[config.mk]
export PLATFORM = sky130hd
export DESIGN_NAME = pid_remap
export DESIGN_NICKNAME = d
export VERILOG_FILES = /design/src/rtl/pid_remap_pkg.sv /design/src/rtl/pid_reg.sv /design/src/rtl/pid_inval_gen.sv /design/src/rtl/pid_addr_xlate.sv /design/src/rtl/pid_remap.sv
export SDC_FILE = /design/constraint.sdc
export NUM_CORES = 1
export LEC_CHECK = 0
export ABC_AREA = 1
export BUFFER_PORTS_ARGS = -buffer_cell sky130_fd_sc_hd__buf_2
export CORE_MARGIN = 4
export CORE_UTILIZATION = 28
export CTS_CLUSTER_SIZE = 28
export DETAILED_ROUTE_END_ITERATION = 6
export PLACE_DENSITY = 0.91
export SLEW_MARGIN = 20
export SYNTH_ARGS = -nofsm -noshare
export SYNTH_HDL_FRONTEND = slang
export SYNTH_HIERARCHICAL = 1
export SYNTH_SLANG_ARGS = --single-unit
[constraint.sdc]
create_clock -name clk -period 0.8 [get_ports clk]
set_input_delay 0 -clock clk [delete_from_list [all_inputs] [get_ports clk]]
set_output_delay 0 -clock clk [all_outputs]
set_load 0.01 [all_outputs]
[src/rtl/pid_remap_pkg.sv]
package pid_remap_pkg;

    // Access kind carried with each address request
    typedef enum logic [1:0] {
        KIND_NORMAL = 2'b00,   // ordinary fetch or data access
        KIND_BTB    = 2'b01,   // branch-target lookup
        KIND_BKPT   = 2'b10,   // breakpoint compare value
        KIND_DESC   = 2'b11    // address from a translation descriptor
    } acc_kind_e;

endpackage

[src/rtl/pid_reg.sv]
module pid_reg #(
    parameter int ADDR_W = 32,
    parameter int PID_W  = 7
) (
    input  logic              clk,
    input  logic              rst_n,
    input  logic              wr_en,
    input  logic [ADDR_W-1:0] wr_data,
    output logic [PID_W-1:0]  pid,
    output logic [ADDR_W-1:0] rd_data
);
    localparam int LOW_W = ADDR_W - PID_W;

    typedef struct packed {
        logic [PID_W-1:0] pid;
    } state_t;

    state_t st_d, st_q;

    // lower write bits carry no state
    logic unused_low;
    assign unused_low = ^wr_data[LOW_W-1:0];

    always_comb begin
        st_d = st_q;
        if (wr_en) begin
            st_d.pid = wr_data[ADDR_W-1 -: PID_W];
        end
    end

    always_ff @(posedge clk or negedge rst_n) begin
        if (!rst_n) begin
            st_q <= '0;
        end else begin
            st_q <= st_d;
        end
    end

    assign pid     = st_q.pid;
    assign rd_data = {st_q.pid, {LOW_W{1'b0}}};
endmodule

[src/rtl/pid_inval_gen.sv]
module pid_inval_gen (
    input  logic clk,
    input  logic rst_n,
    input  logic wr_en,
    output logic inval
);
    typedef struct packed {
        logic inval;
    } state_t;

    state_t st_d, st_q;

    // one pulse per accepted write, in the following cycle
    always_comb begin
        st_d       = st_q;
        st_d.inval = wr_en;
    end

    always_ff @(posedge clk or negedge rst_n) begin
        if (!rst_n) begin
            st_q <= '0;
        end else begin
            st_q <= st_d;
        end
    end

    assign inval = st_q.inval;
endmodule

[src/rtl/pid_addr_xlate.sv]
module pid_addr_xlate
    import pid_remap_pkg::*;
#(
    parameter int ADDR_W = 32,
    parameter int PID_W  = 7
) (
    input  logic [ADDR_W-1:0] addr_in,
    input  logic              user_mode,
    input  acc_kind_e         kind,
    input  logic [PID_W-1:0]  pid,
    output logic [ADDR_W-1:0] addr_out,
    output logic              remapped
);
    localparam int LOW_W = ADDR_W - PID_W;

    logic top_zero;
    logic eligible;

    always_comb begin
        top_zero = (addr_in[ADDR_W-1 -: PID_W] == '0);
        eligible = 1'b0;
        unique case (kind)
            KIND_NORMAL: eligible = user_mode && top_zero;
            KIND_BTB:    eligible = 1'b0;   // raw virtual address only
            KIND_BKPT:   eligible = 1'b0;   // already modified
            KIND_DESC:   eligible = 1'b0;   // already modified
            default:     eligible = 1'b0;
        endcase
        remapped = eligible;
        if (eligible) begin
            addr_out = {pid, addr_in[LOW_W-1:0]};
        end else begin
            addr_out = addr_in;
        end
    end
endmodule

[src/rtl/pid_remap.sv]
module pid_remap
    import pid_remap_pkg::*;
#(
    parameter int ADDR_W = 32,
    parameter int PID_W  = 7
) (
    input  logic              clk,
    input  logic              rst_n,
    input  logic              pid_wr_en,
    input  logic [ADDR_W-1:0] pid_wr_data,
    output logic [ADDR_W-1:0] pid_rd_data,
    input  logic [ADDR_W-1:0] req_addr,
    input  logic              req_user,
    input  logic [1:0]        req_kind,
    output logic [ADDR_W-1:0] out_addr,
    output logic              out_remapped,
    output logic              btb_inval
);
    logic [PID_W-1:0] pid_cur;
    acc_kind_e        kind_e;

    assign kind_e = acc_kind_e'(req_kind);

    pid_reg #(.ADDR_W(ADDR_W), .PID_W(PID_W)) u_reg (
        .clk     (clk),
        .rst_n   (rst_n),
        .wr_en   (pid_wr_en),
        .wr_data (pid_wr_data),
        .pid     (pid_cur),
        .rd_data (pid_rd_data)
    );

    pid_inval_gen u_inval (
        .clk   (clk),
        .rst_n (rst_n),
        .wr_en (pid_wr_en),
        .inval (btb_inval)
    );

    pid_addr_xlate #(.ADDR_W(ADDR_W), .PID_W(PID_W)) u_xlate (
        .addr_in   (req_addr),
        .user_mode (req_user),
        .kind      (kind_e),
        .pid       (pid_cur),
        .addr_out  (out_addr),
        .remapped  (out_remapped)
    );
endmodule

# Word level (Yosys, flattened, before mapping)
# Cells that the tools add are included.
[word_totals]
elab_cells = 11
out_inout_bits = 66
input_bits = 70
ff_bits = 8
[classes]
n_reduce_logical = 4
eq_ne = 3
muxes = 2
[op_table]
columns = ["operator", "n"]
rows = [
  ["32-bit two-way mux", 1],
  ["7-bit zero test", 1],
  ["2-bit == test (second input constant)", 2],
  ["3-bit OR reduction", 1],
  ["2-bit by 1-bit == test with 1-bit output (second input constant)", 1],
  ["2-bit zero test", 1],
  ["1-bit one-hot mux with 2 select lines", 1],
  ["1-bit logical AND", 1],
]

# Logic depth before layout (Yosys ltp)
[depth]
word_depth = 4
mapped_depth = 6

# By module
# Netlist, hierarchy kept.
[modules_own_cells]
columns = ["module", "cells_per_inst", "area_per_inst_um2", "seq_area_each_um2", "n_inst"]
rows = [
  ["pid_reg", 63, 513.0, 175.2, 1],
  ["pid_addr_xlate", 54, 314.1, 0.0, 1],
  ["pid_inval_gen", 1, 25.0, 25.0, 1],
]

# Worst setup path before layout
# No wires, ideal clock.
[synth_timing]
path_type = "register to register"
start = "reg u_reg/pid[0] (netlist name)"
end = "reg u_reg.st_q, in the netlist u_reg/pid[0]"
stages_incl_launch_ff = 3
arrival_ps = 461
path_slack_ps = 222
synth_period_minus_slack_ps = 578
n_path_buf = 0
setup_time_ps = 116
required_ps = 684
path_cell_list = "dfrtp_1 nand2_1 nand2_1"
[synth_rtl]
columns = ["element", "line", "text"]
rows = [
  ["end signal, assigned", "pid_reg.sv:35", "st_q <= st_d;"],
  ["end, declared", "pid_reg.sv:18", "state_t st_d, st_q;"],
]

# Worst setup path after layout
[layout_timing]
start = "reg u_reg.st_q, in the netlist u_reg/pid[5]"
end = "out out_addr[30]"
[layout_via]
elab_chain_len = 1
[layout_lines]
columns = ["element", "line", "text"]
rows = [
  ["32-bit two-way mux", "pid_addr_xlate.sv:30", "if (eligible) begin"],
  ["end, declared", "pid_remap.sv:15", "output logic [ADDR_W-1:0] out_addr,"],
]
# No other way between the ends.

==> reports/results.ini <==
[synthesis]
synth_area_leader_cell=buf_4
syn_area_per_cell_um2=7.22
syn_area_um2=852
synth-seq-cells=8
synth.area.top_cells=buf_4, dfrtp_1, nand2_1, inv_1, buf_6
synthesis.instances=118
synth_cell_types=12
yosysSeqAreaShare_pct=23.5
synth.yosys.warnings=6
synth_top_area_share_pct=50.2

[placement]
dp_hpwl_mm=1.34
place.gp.congestion=0.642
pre_cts_ws_ns=-0.0676
portBuffers=35

[setup_path]
cpLargestDelayFamily=flip-flops
critPathCaptureType=primary output
cpMostUsedCell=nand2_1
cp_num_buf_inv=1
worstPathArrival_ns=0.88
slowest_stage=dfrtp_1
crit_path_max_fanout=3
cpPeakStageDelay_ns=0.39
critPathRequiredTime_ns=0.80
worstSetupPathType=reg2out
crit_path_start_kind=flop
crit_chain=nand2_1 -> nand2_1 -> buf_2
reg2reg_from=u_reg/pid[3]$_DFFE_PN0P_
startpoint=u_reg/pid[5]$_DFFE_PN0P_

[finish]
multi_input_area_um2=269
antenna_cells=0
ff_latch_area_um2=200
largest_register_ffs=7
nFillCells=316
areaGrowthSynthToFinish_pct=0
nNetsFinal=206
drive_gt1_share_pct=33.6

[power]
p_leak_nw=0.532
switchingPower_uw=316
cellInternalPower_uw=746
power.total_mw=1.06
share_comb_of_total_power_pct=29.5
power_density_nw_per_um2=1250
p_sw_share_pct=29.8
power.share.clock_pct=26.9
p_seq_share_pct=43.7
ir_drop_mv=0.415

[global_route]
grt_max_degree=10
grt_pass1_wl_mm=2.48
gr-usage-all-layers_pct=7.75
antenna_found_initial=0
grt_overflow_total=0
grt_pass1_vias=598

[detailed_routing]
vias=592
drt-vias-per-instance=3.59
drt_iter0_drc=9
ant_nets=0
drcViolationCount=0
wl_mm=1.58
drt_pass1_iterations=3
post_drt_wl_per_cell_um=9.55

[clock_tree]
cts_buffers=3
clockBufferDepth=2
htreeDepth=1
root_buffer=clkbuf_4
cts_resized=0
clk_pin_slew_worst_paths_ns=0.05
cts_tree=done
insertion_delay_ns=0.24
numClockSinks=8

[timing]
final_hold_viol_count=0
min_period_ns=0.878
fmax_ghz=1.14
finalMaxSlewViolations=0
layout_worst_path_cycle_share_pct=110
setup_ws_ns=-0.0780
rsz0062_at_grt=true
whs_ns=0.00000385
setup_tns_ns=-0.528
clock_skew_ns=0
finalSetupViolations=8

[floorplanning]
die_y_um=63.2
io_pins=136
core_area_um2=2830
dieArea_um2=3990
die_x_um=63.2
rows=19
start_util_pct=30.1

[hold_path]
hp-start=req_addr[23]
hold_class=in2out

[outcome]
status=finished, violations left
violations=setup timing

[run]
max-cap-violations=0

[cell type report]
| type | instances | area share, % |
|---|---|---|
| clock buffer | 3 | 2.64 |
| inverter | 9 | 3.96 |
| multi-input combinational | 67 | 31.6 |
| sequential | 8 | 23.5 |
| timing repair buffer | 47 | 33.8 |
| tap | 31 | 4.55 |
[synth_stat cells]
master / n
buf_6: 1
nand3_1: 1
nor2_2: 1
nand2_1: 35
buf_4: 57
nand3_2: 1
inv_2: 1
nor2_4: 1
nor2_1: 3
inv_1: 8
dfrtp_1: 8
conb_1: 1
[worst register-to-register path: cells and delay by family (launching register included)]
kind / cells / cell delay, ns
buf+inv: 2 / 0.25
simple gates: 2 / 0.09
flops: 1 / 0.38
[logic make-up (layout without fill, tap and decap cells)]
group | count (synthesis) | count (layout) | synth area share, %
buffers and inverters | 67 | 59 | 55.5
DFF | 8 | 8 | 23.5
other | 1 | 25 | 0.440
and+or+nand+nor | 42 | 42 | 20.6
[power by group through the flow]
stage | registers, mW | logic [mW] | clock network, mW
6_report | 0.464 | 0.313 | 0.286
5_1_grt | 0.470 | 0.353 | 0.323
4_1_cts | 0.465 | 0.309 | 0.303
3_5_place_dp | 0.472 | 0.261 | 0
3_3_place_gp | 0.472 | 0.255 | 0
2_1_floorplan | 0.467 | 0.408 | 0
[cell usage in the layout (no fill, tap or decap), drive strengths merged]
cell and n:
nand2 35, inv 9, clkbuf 3, nor2 5, conb 25, buf 38
nand3 2, dlygate4sd3 9, dfrtp 8
[worst paths after layout]
path,end,slack [ns],cells after the start
setup / recovery,out_addr[30],-0.08,3
hold / removal,out_addr[23],0.000004,0
setup reg to reg,u_reg/pid[3]$_DFFE_PN0P_,-0.03,4
hold reg to reg,u_reg/pid[0]$_DFFE_PN0P_,0.50,2
max in group asynchronous,u_reg/pid[3]$_DFFE_PN0P_,0.51,2
min in group asynchronous,u_reg/pid[0]$_DFFE_PN0P_,0.12,2
[what timing repair did]
action | in CTS | in global routing
gates cloned | 0 | 0
hold buffers | 9 | 0
endpoints found under the hold margin | 16 | 0
pin swaps | 1 | 2
buffers inserted | 2 | 1
endpoints found under the setup margin | 10 | 15
[stage by stage]
step	util [%]	std cells	instance area [µm²]
3_5_place_dp	25.3	150	717
3_3_place_gp	25.3	150	717
6_report	30.1	165	852
2_1_floorplan	-	142	942
4_1_cts	29.9	164	845
5_1_grt	30.1	165	852
[metal layers]
| layer | global-route usage, % | wire length (µm) | part of all wire, % |
|---|---|---|---|
| met1 | 7.13 | 521 | 33 |
| met2 | 14.1 | 826 | 52 |
| met3 | 3.02 | 202 | 13 |
| met4 | 4.96 | 24 | 1.5 |
| met5 | 0 | 0 | 0 |
No activity file was read; power rests on OpenSTA's default activity.
